## src/rtl/scan_drv_pkg.sv

```systemverilog
`timescale 1ns/1ps
package scan_drv_pkg;
  localparam logic [1:0] DRV_HIZ  = 2'b00;
  localparam logic [1:0] DRV_LOW  = 2'b01;
  localparam logic [1:0] DRV_HIGH = 2'b10;

  localparam logic [1:0] OVR_NONE = 2'b00;
  localparam logic [1:0] OVR_LOW  = 2'b01;
  localparam logic [1:0] OVR_HIZ  = 2'b10;

  function automatic logic [1:0] apply_ovr(input logic [1:0] drv, input logic [1:0] ovr);
    logic [1:0] r;
    case (ovr)
      OVR_LOW: r = DRV_LOW;
      OVR_HIZ: r = DRV_HIZ;
      default: r = drv;
    endcase
    return r;
  endfunction
endpackage

```

## src/rtl/scan_sync.sv

```systemverilog
`timescale 1ns/1ps
module scan_sync #(
  parameter int W      = 4,
  parameter int STAGES = 2
) (
  input  logic         clk,
  input  logic         rst_n,
  input  logic [W-1:0] d,
  output logic [W-1:0] q
);
  logic [W-1:0] stg [STAGES];

  always_ff @(posedge clk or negedge rst_n) begin
    if (!rst_n) begin
      for (int i = 0; i < STAGES; i++) stg[i] <= '0;
    end else begin
      stg[0] <= d;
      for (int i = 1; i < STAGES; i++) stg[i] <= stg[i-1];
    end
  end

  assign q = stg[STAGES-1];
endmodule

```

## src/rtl/scan_chan.sv

```systemverilog
`timescale 1ns/1ps
module scan_chan
  import scan_drv_pkg::*;
(
  input  logic       clk,
  input  logic       rst_n,
  input  logic       en,
  input  logic       frame_s,
  input  logic       line_s,
  input  logic [1:0] ovr_t,
  input  logic [1:0] ovr_c,
  output logic [1:0] true_q,
  output logic [1:0] comp_q,
  output logic       share_q
);
  logic       line_d;
  logic       tog, tog_n;
  logic       rise;
  logic [1:0] true_n, comp_n;
  logic       share_n;

  assign rise = line_s & ~line_d;

  always_comb begin
    tog_n = tog;
    if (!en)                  tog_n = 1'b0;
    else if (!frame_s && rise) tog_n = ~tog;
  end

  always_comb begin
    true_n  = DRV_LOW;
    comp_n  = DRV_LOW;
    share_n = 1'b0;
    if (en) begin
      if (frame_s) begin
        true_n = line_s ? DRV_HIGH : DRV_LOW;
        comp_n = line_s ? DRV_LOW  : DRV_HIGH;
      end else if (!line_s) begin
        true_n  = DRV_HIZ;
        comp_n  = DRV_HIZ;
        share_n = 1'b1;
      end else begin
        true_n = tog_n ? DRV_HIGH : DRV_LOW;
        comp_n = tog_n ? DRV_LOW  : DRV_HIGH;
      end
      true_n = apply_ovr(true_n, ovr_t);
      comp_n = apply_ovr(comp_n, ovr_c);
    end
  end

  always_ff @(posedge clk or negedge rst_n) begin
    if (!rst_n) begin
      line_d  <= 1'b0;
      tog     <= 1'b0;
      true_q  <= DRV_LOW;
      comp_q  <= DRV_LOW;
      share_q <= 1'b0;
    end else begin
      line_d  <= line_s;
      tog     <= tog_n;
      true_q  <= true_n;
      comp_q  <= comp_n;
      share_q <= share_n;
    end
  end

  // the unused code never reaches an output
  p_legal_code_r1: assert property (@(posedge clk) disable iff (!rst_n)
    (true_q != 2'b11) && (comp_q != 2'b11));

  // sharing never coincides with a driven high rail
  p_share_no_high_r2: assert property (@(posedge clk) disable iff (!rst_n)
    share_q |-> (true_q != DRV_HIGH) && (comp_q != DRV_HIGH));

  // a qualified rising edge flips the stored state
  p_toggle_r3: assert property (@(posedge clk) disable iff (!rst_n)
    (en && !frame_s && line_s && !line_d) |=> (tog != $past(tog)));

  // disabled means low rail, no sharing, cleared state
  p_disabled_r9: assert property (@(posedge clk) disable iff (!rst_n)
    !en |=> (true_q == DRV_LOW) && (comp_q == DRV_LOW) && !share_q && !tog);
endmodule

```

## src/rtl/scan_start.sv

```systemverilog
`timescale 1ns/1ps
module scan_start
  import scan_drv_pkg::*;
(
  input  logic       clk,
  input  logic       rst_n,
  input  logic       en,
  input  logic       frame_s,
  input  logic       line0_s,
  input  logic [1:0] ovr,
  output logic [1:0] start_q
);
  logic [1:0] start_n;

  always_comb begin
    start_n = DRV_LOW;
    if (en) begin
      if (frame_s) start_n = line0_s ? DRV_HIZ : DRV_HIGH;
      else         start_n = DRV_LOW;
      start_n = apply_ovr(start_n, ovr);
    end
  end

  always_ff @(posedge clk or negedge rst_n) begin
    if (!rst_n) start_q <= DRV_LOW;
    else        start_q <= start_n;
  end

  // frame start low keeps the start output on the low rail
  p_start_low_r7: assert property (@(posedge clk) disable iff (!rst_n)
    (en && !frame_s && ovr == OVR_NONE) |=> (start_q == DRV_LOW));

  // frame start high never yields the low rail without an override
  p_start_active_r8: assert property (@(posedge clk) disable iff (!rst_n)
    (en && frame_s && ovr == OVR_NONE) |=> (start_q != DRV_LOW));
endmodule

```

## src/rtl/scan_clk_ctrl.sv

```systemverilog
`timescale 1ns/1ps
module scan_clk_ctrl
  import scan_drv_pkg::*;
#(
  parameter int NUM_CH      = 3,
  parameter int SYNC_STAGES = 2
) (
  input  logic                  clk,
  input  logic                  rst_n,
  input  logic                  en,
  input  logic                  frame_in,
  input  logic [NUM_CH-1:0]     line_in,
  input  logic [1:0]            ovr_start,
  input  logic [2*NUM_CH-1:0]   ovr_true,
  input  logic [2*NUM_CH-1:0]   ovr_comp,
  output logic [1:0]            start_drv,
  output logic [2*NUM_CH-1:0]   true_drv,
  output logic [2*NUM_CH-1:0]   comp_drv,
  output logic [NUM_CH-1:0]     share_en
);
  localparam int SW = NUM_CH + 1;

  logic [1:0]    rst_pipe;
  logic          rst_i_n;
  logic [SW-1:0] sync_q;
  logic          frame_s;
  logic [NUM_CH-1:0] line_s;

  always_ff @(posedge clk or negedge rst_n) begin
    if (!rst_n) rst_pipe <= 2'b00;
    else        rst_pipe <= {rst_pipe[0], 1'b1};
  end
  assign rst_i_n = rst_pipe[1];

  scan_sync #(.W(SW), .STAGES(SYNC_STAGES)) u_sync (
    .clk   (clk),
    .rst_n (rst_i_n),
    .d     ({frame_in, line_in}),
    .q     (sync_q)
  );
  assign frame_s = sync_q[SW-1];
  assign line_s  = sync_q[NUM_CH-1:0];

  scan_start u_start (
    .clk     (clk),
    .rst_n   (rst_i_n),
    .en      (en),
    .frame_s (frame_s),
    .line0_s (line_s[0]),
    .ovr     (ovr_start),
    .start_q (start_drv)
  );

  for (genvar g = 0; g < NUM_CH; g++) begin : g_ch
    scan_chan u_chan (
      .clk     (clk),
      .rst_n   (rst_i_n),
      .en      (en),
      .frame_s (frame_s),
      .line_s  (line_s[g]),
      .ovr_t   (ovr_true[2*g +: 2]),
      .ovr_c   (ovr_comp[2*g +: 2]),
      .true_q  (true_drv[2*g +: 2]),
      .comp_q  (comp_drv[2*g +: 2]),
      .share_q (share_en[g])
    );
  end
endmodule

```

## config.mk

```make
export PLATFORM = sky130hd
export DESIGN_NAME = scan_clk_ctrl
export DESIGN_NICKNAME = d
export VERILOG_FILES = /design/src/rtl/scan_drv_pkg.sv /design/src/rtl/scan_sync.sv /design/src/rtl/scan_chan.sv /design/src/rtl/scan_start.sv /design/src/rtl/scan_clk_ctrl.sv
export SDC_FILE = /design/constraint.sdc
export NUM_CORES = 1
export LEC_CHECK = 0
export ABC_AREA = 0
export BUFFER_PORTS_ARGS = -buffer_cell sky130_fd_sc_hd__buf_2
export CAP_MARGIN = 0
export CORE_MARGIN = 10
export CORE_UTILIZATION = 54
export DETAILED_ROUTE_END_ITERATION = 10
export GPL_TIMING_DRIVEN = 0
export HOLD_SLACK_MARGIN = 0.12
export PLACE_DENSITY = 0.82
export REMOVE_ABC_BUFFERS = 1
export SETUP_SLACK_MARGIN = 0.5
export SKIP_CTS_REPAIR_TIMING = 1
export SYNTH_ARGS = -nofsm -noshare
export SYNTH_HDL_FRONTEND = slang
export SYNTH_SLANG_ARGS = --single-unit
```

## constraint.sdc

```tcl
create_clock -name clk -period 2.5 [get_ports clk]
set_input_delay 0.25 -clock clk [delete_from_list [all_inputs] [get_ports clk]]
set_output_delay 0.25 -clock clk [all_outputs]
set_load 0.02 [all_outputs]
```

==> results.py, run 1 <==
metrics = {
    "logic_synthesis": {
        "syn_avg_cell_area_um2": 12.0,
        "synth_flop_cell": "dfrtp_1",
        "yosys_warnings": 0,
        "synth-edff-count": 0,
        "ys_seq_elements": 33,
        "netlist_area_um2": 1390,
        "synthTopCellsByCount": "dfrtp_1 (26), inv_1 (10), nor2_1 (9), dfstp_2 (7), ha_1 (7)",
        "yosys-top-cells-area": "dfrtp_1 (47%), dfstp_2 (13%), ha_1 (6.3%)",
        "synth_area_leader_cell": "dfrtp_1",
        "synth_top_area_share_pct": 46.8,
        "yosysMostFrequentCell": "dfrtp_1",
        "synth_cells": 116,
        "ys_seq_area_share_pct": 60.0,
        "ys_types": 27,
        "synthArstFlopShare_pct": 100,
    },
    "floorplan": {
        "die_w_um": 70.8,
        "start_util_pct": 56.2,
        "die_y_um": 70.8,
        "die-area_um2": 5010,
        "ioPinCount": 38,
        "rows": 18,
        "coreArea_um2": 2480,
    },
    "global_routing": {
        "gr-total-overflow": 0,
        "use_met3_pct": 5.30,
        "use_met2_pct": 17.5,
        "grt_start_max_net_pins": 32,
        "antenna_found_initial": 0,
        "grt_util_met1_pct": 9.77,
        "grt_pass1_vias": 1012,
        "grt_usage_pct": 10.4,
        "grt_pass1_wl_um": 4240,
        "grt_most_used_layer": "met2",
    },
    "setup_path": {
        "r2r_start": "u_sync.q[3]",
        "worst_r2r_endpoint": "g_ch[1].u_chan.true_q[0]",
        "cp.arrival_ns": 1.56,
        "crit_path_end_kind": "register",
        "path_max_fanout": 17,
        "criticalPathCategory": "register to register",
        "crit_path_start_kind": "register",
        "r2r_slack_ns": 1.18,
        "reg2reg_depth": 3,
        "cp.required_ns": 2.75,
    },
    "timing": {
        "tightest_slew_ns": 1.16,
        "layout_setup_ws_ns": 1.18,
        "rsz0062_at_grt": "no",
        "whs_ns": 0.226,
        "max_freq_ghz": 0.760,
        "setup_viol": 0,
        "finalHoldViolations": 0,
        "post-route-min-period_ns": 1.32,
        "finClkSkew_ns": 0.00272,
        "drv_slew": 0,
        "period_share_pct": 52.6,
        "relSlewSlack_pct": 22.4,
        "tns_ns": 0,
    },
    "clocking": {
        "clk_latency_ns": 0.33,
        "clkSinkCount": 33,
        "h-tree-depth": 2,
        "cts_tree": "built",
        "path_clk_slew_ns": 0.09,
        "cts-root-buf": "clkbuf_4",
        "ctsLongestPathBuffers": 2,
        "cts_inserted_buffers": 5,
    },
    "placement": {
        "numPortBuffers": 37,
        "gp_congestion": 0.760,
        "place_hpwl_um": 1860,
        "postPlaceCellArea_um2": 1570,
        "dp_slack_ns": 1.19,
    },
    "final_layout": {
        "layout-drive-gt1-share_pct": 33.1,
        "fin_nets": 187,
        "final_cell_area_um2": 1670,
        "syn_to_final_growth_pct": 20.1,
        "antenna-diode-count": 0,
    },
    "route": {
        "vias": 941,
        "detail-route-antenna-nets": 0,
        "vias_per_cell": 4.95,
        "drtIter0Drc": 67,
        "wirelength_um": 2480,
        "wl_per_cell_um": 13.0,
        "drc_errors": 0,
        "dr.pass1.iters": 4,
    },
    "worst_hold_path": {
        "hold_path.class": "input port to asynchronous set/reset pin",
    },
    "power": {
        "vdd_ir_drop_max_v": 0.000420,
        "p_per_area_nw_per_um2": 605,
        "power.leakage_nw": 0.879,
    },
    "run_status": {
        "status": "finished, final reports clean",
    },
    "run": {
        "cap_violations": 0,
    },
}
## worst max-delay path, stage by stage (launching register included)
cell and delay, ns:
dfrtp_1 0.68, and2b_1 0.26, a211oi_1 0.20, o21ai_1 0.10
## layout by cell type (no fill, tap or decap), drive strengths merged, types with 5 or more instances in the layout
| cell type | count |
|---|---|
| buf | 37 |
| clkbuf | 6 |
| dfrtp | 26 |
| dfstp | 7 |
| dlygate4sd3 | 5 |
| ha | 7 |
| inv | 10 |
| nand2 | 5 |
| nor2 | 9 |
| xor2 | 6 |
## area by class of cell
| type | instances | area [um^2] |
|---|---|---|
| inverters | 10 | 37.5 |
| multi-input cells | 67 | 475 |
| flip-flops and latches | 33 | 835 |
| fillers | 200 | 806 |
| clock buffers | 6 | 41.3 |
| well taps | 30 | 37.5 |
| clock inverters | 2 | 10.0 |
| repair buffers | 42 | 235 |
## per-stage QoR
stage	power [mW]	cells	utilization [%]
6_report	1.01	190	67.5
3_3_place_gp	0.740	177	63.4
4_1_cts	1.02	185	65.5
2_1_floorplan	0.692	110	-
3_5_place_dp	0.747	177	63.4
5_1_grt	1.07	190	67.5
## report_power, final
part / total, mW / switching [mW] / leakage (nW) / internal (mW)
Combinational: 0.140 / 0.0753 / 0.445 / 0.0651
Clock: 0.271 / 0.164 / 0.0320 / 0.107
Sequential: 0.599 / 0.0280 / 0.402 / 0.571
## metal layers
layer / share of wire [%] / vias to the layer above
met5: 0 / -
met4: 2.3 / 0
met3: 9.4 / 7
met2: 47 / 33
met1: 41 / 439
li1: - / 462
## how the worst max path moves through the flow
| stage | startpoint | end | slack (ns) | depth (start not counted) |
|---|---|---|---|---|
| global placement | u_sync.q[3] | g_ch[1].u_chan.true_q[0] | 1.21 | 3 |
| floorplan | u_sync.q[3] | g_ch[0].u_chan.true_q[0] | 1.38 | 3 |
| finish | u_sync.q[3] | g_ch[1].u_chan.true_q[0] | 1.18 | 3 |
| CTS | u_sync.q[3] | g_ch[2].u_chan.true_q[0] | 1.17 | 3 |
| global route | rst_pipe[1] | g_ch[2].u_chan.true_q[1] | 1.06 | 0 |
| detailed placement | rst_pipe[1] | g_ch[0].u_chan.comp_q[1] | 1.19 | 0 |
## registers in the layout, summed over array words and instances (netlist names), 3 cells and up
signal	flops
g_ch.u_chan.comp_q	6
g_ch.u_chan.true_q	6
u_sync.q	4
u_sync.stg	4
g_ch.u_chan.line_d	3
g_ch.u_chan.share_q	3
g_ch.u_chan.tog	3
## kinds of logic after synthesis
logic type      synth area share (%)
compound gates                  8.18
simple gates                    13.8
flops                           60.0
xor+xnor                        5.67
buf+inv                         5.84
fa+ha+maj                       6.29
other cells                    0.270
No activity file was read; power rests on OpenSTA's default activity.
==> inputs of run 2 (changes only) <==
Settings changed: CORE_UTILIZATION 54 to 46, PLACE_DENSITY 0.82 to 0.74.
Clock period 2.5 ns to 1.06 ns, I/O delays scaled along.
==> run 2 against run 1 <==
Effect of this change: the flow now finishes with violations (negative setup slack); register-to-register slack lost 1.3 ns; non-clock buffer count up 10; die area grew 12%; wire length grew 24%; critical endpoint is now g_ch[2].u_chan.true_q[0].
==> results.py, run 2 (synthesis results as in run 1) <==
metrics = {
    "setup_path": {
        "worst-path-buf-inv": 1,
        "criticalPathCategory": "register to register",
        "reg2reg_depth": 4,
        "path_max_fanout": 8,
        "crit_path_cell_trace": "buf_4, and2b_1, a211oi_2, o21ai_1",
        "crit_path_end_kind": "register",
        "cpPeakStageDelay_ns": 0.47,
        "r2r_start": "u_sync.q[3]",
        "crit_path_start_kind": "register",
        "worst_r2r_endpoint": "g_ch[2].u_chan.true_q[0]",
        "cp.required_ns": 1.31,
        "crit_start": "u_sync.q[3]",
        "r2r_slack_ns": -0.11,
        "cp.arrival_ns": 1.42,
        "crit_family": "flip-flops",
        "crit_path_end": "g_ch[2].u_chan.true_q[0]",
        "slowest_stage": "dfrtp_2",
        "path_depth": 4,
    },
    "route": {
        "wl_per_cell_um": 15.4,
        "vias": 1009,
        "vias_per_cell": 5.05,
        "dr.pass1.iters": 4,
        "drc_errors": 0,
        "detail-route-antenna-nets": 0,
        "wirelength_um": 3070,
        "drtIter0Drc": 38,
    },
    "timing": {
        "drv_slew": 0,
        "tns_ns": -0.766,
        "post-route-min-period_ns": 1.17,
        "setup_viol": 19,
        "period_share_pct": 110,
        "rsz0062_at_grt": "yes",
        "finClkSkew_ns": 0.00930,
        "max_freq_ghz": 0.856,
        "finalHoldViolations": 0,
        "layout_setup_ws_ns": -0.108,
    },
    "clocking": {
        "ctsLongestPathBuffers": 2,
        "h-tree-depth": 2,
        "cts-root-buf": "clkbuf_4",
        "clkSinkCount": 33,
        "path_clk_slew_ns": 0.10,
        "clk_latency_ns": 0.32,
        "cts_tree": "built",
        "cts_inserted_buffers": 5,
    },
    "global_routing": {
        "grt_start_max_net_pins": 32,
        "grt_pass1_wl_um": 4320,
        "grt_pass1_vias": 993,
        "antenna_found_initial": 0,
        "grt_usage_pct": 10.3,
        "gr-total-overflow": 0,
    },
    "final_layout": {
        "final_cell_mix": "buf_6 (21), dfrtp_1 (20), buf_2 (20)",
        "layout-drive-gt1-share_pct": 46.2,
        "syn_to_final_growth_pct": 40.6,
        "antenna-diode-count": 0,
        "top_regs": "g_ch.u_chan.comp_q x6, g_ch.u_chan.true_q x6",
        "layout_commonest_cell": "buf_6",
        "fin_nets": 197,
    },
    "power": {
        "report.power.total_mw": 2.59,
        "power.leakage_nw": 0.973,
        "vdd_ir_drop_max_v": 0.00108,
        "p_per_area_nw_per_um2": 1320,
    },
    "placement": {
        "place_hpwl_um": 1980,
        "gp_congestion": 0.800,
        "numPortBuffers": 37,
    },
    "floorplan": {
        "die_y_um": 75.0,
        "rows": 19,
        "start_util_pct": 49.2,
        "die-area_um2": 5620,
        "ioPinCount": 38,
        "coreArea_um2": 2830,
        "die_w_um": 75.0,
    },
    "run_status": {
        "status": "complete, but fails checks",
        "violations": "negative setup slack",
    },
    "worst_hold_path": {
        "hold_path.class": "input port to asynchronous set/reset pin",
    },
    "run": {
        "cap_violations": 0,
    },
}
[run 2: cell types whose count changed in the layout (fill, tap and decap cells not counted), sizes merged]
cell	change
clkbuf	+1
clkinv	-2
buf	+10
[run 2: worst min-delay path by stage]
stage	startpoint	end
2_1_floorplan	rst_n	rst_pipe[0]
3_3_place_gp	rst_n	rst_pipe[0]
3_5_place_dp	rst_n	rst_pipe[1]
4_1_cts	rst_n	rst_pipe[0]
5_1_grt	rst_n	rst_pipe[0]
6_report	rst_n	rst_pipe[1]
[run 2: layout make-up]
| class | instances | area, um^2 |
|---|---|---|
| fill | 191 | 872 |
| tap | 31 | 38.8 |
| clock buffer | 7 | 55.1 |
| timing repair buffer | 52 | 452 |
| inverter | 10 | 37.5 |
| multi-input combinational | 67 | 529 |
| sequential | 33 | 845 |
[run 2: power by group]
group / total [mW] / internal [mW] / switching, mW
clock: 0.693 / 0.313 / 0.380
sequential: 1.41 / 1.35 / 0.0598
combinational: 0.485 / 0.252 / 0.233
total: 2.59 / 1.92 / 0.673
[run 2: metal layers]
| metal | global-route usage [%] | wire (um) |
|---|---|---|
| met1 | 9.64 | 1140 |
| met4 | 6.30 | 42 |
| met3 | 4.86 | 165 |
| met5 | 0 | 0 |
| met2 | 17.8 | 1730 |
[run 2: per-stage QoR]
step / area [um^2] / utilization [%] / instances / hold slack (ns) / setup WS [ns]
2_1_floorplan: 1350 / - / 110 / -0.190 / -0.0582
3_3_place_gp: 1570 / 55.6 / 178 / -0.109 / -0.226
3_5_place_dp: 1570 / 55.6 / 178 / -0.106 / -0.249
4_1_cts: 1630 / 57.5 / 185 / -0.456 / -0.247
5_1_grt: 1960 / 69.2 / 200 / 0.0740 / -0.189
6_report: 1960 / 69.2 / 200 / 0.101 / -0.108
[run 2: worst reg2reg max path: stages, from the launching register on]
cell      delay (ns)
dfrtp_2         0.47
buf_4           0.14
and2b_1         0.20
a211oi_2        0.20
o21ai_1         0.09
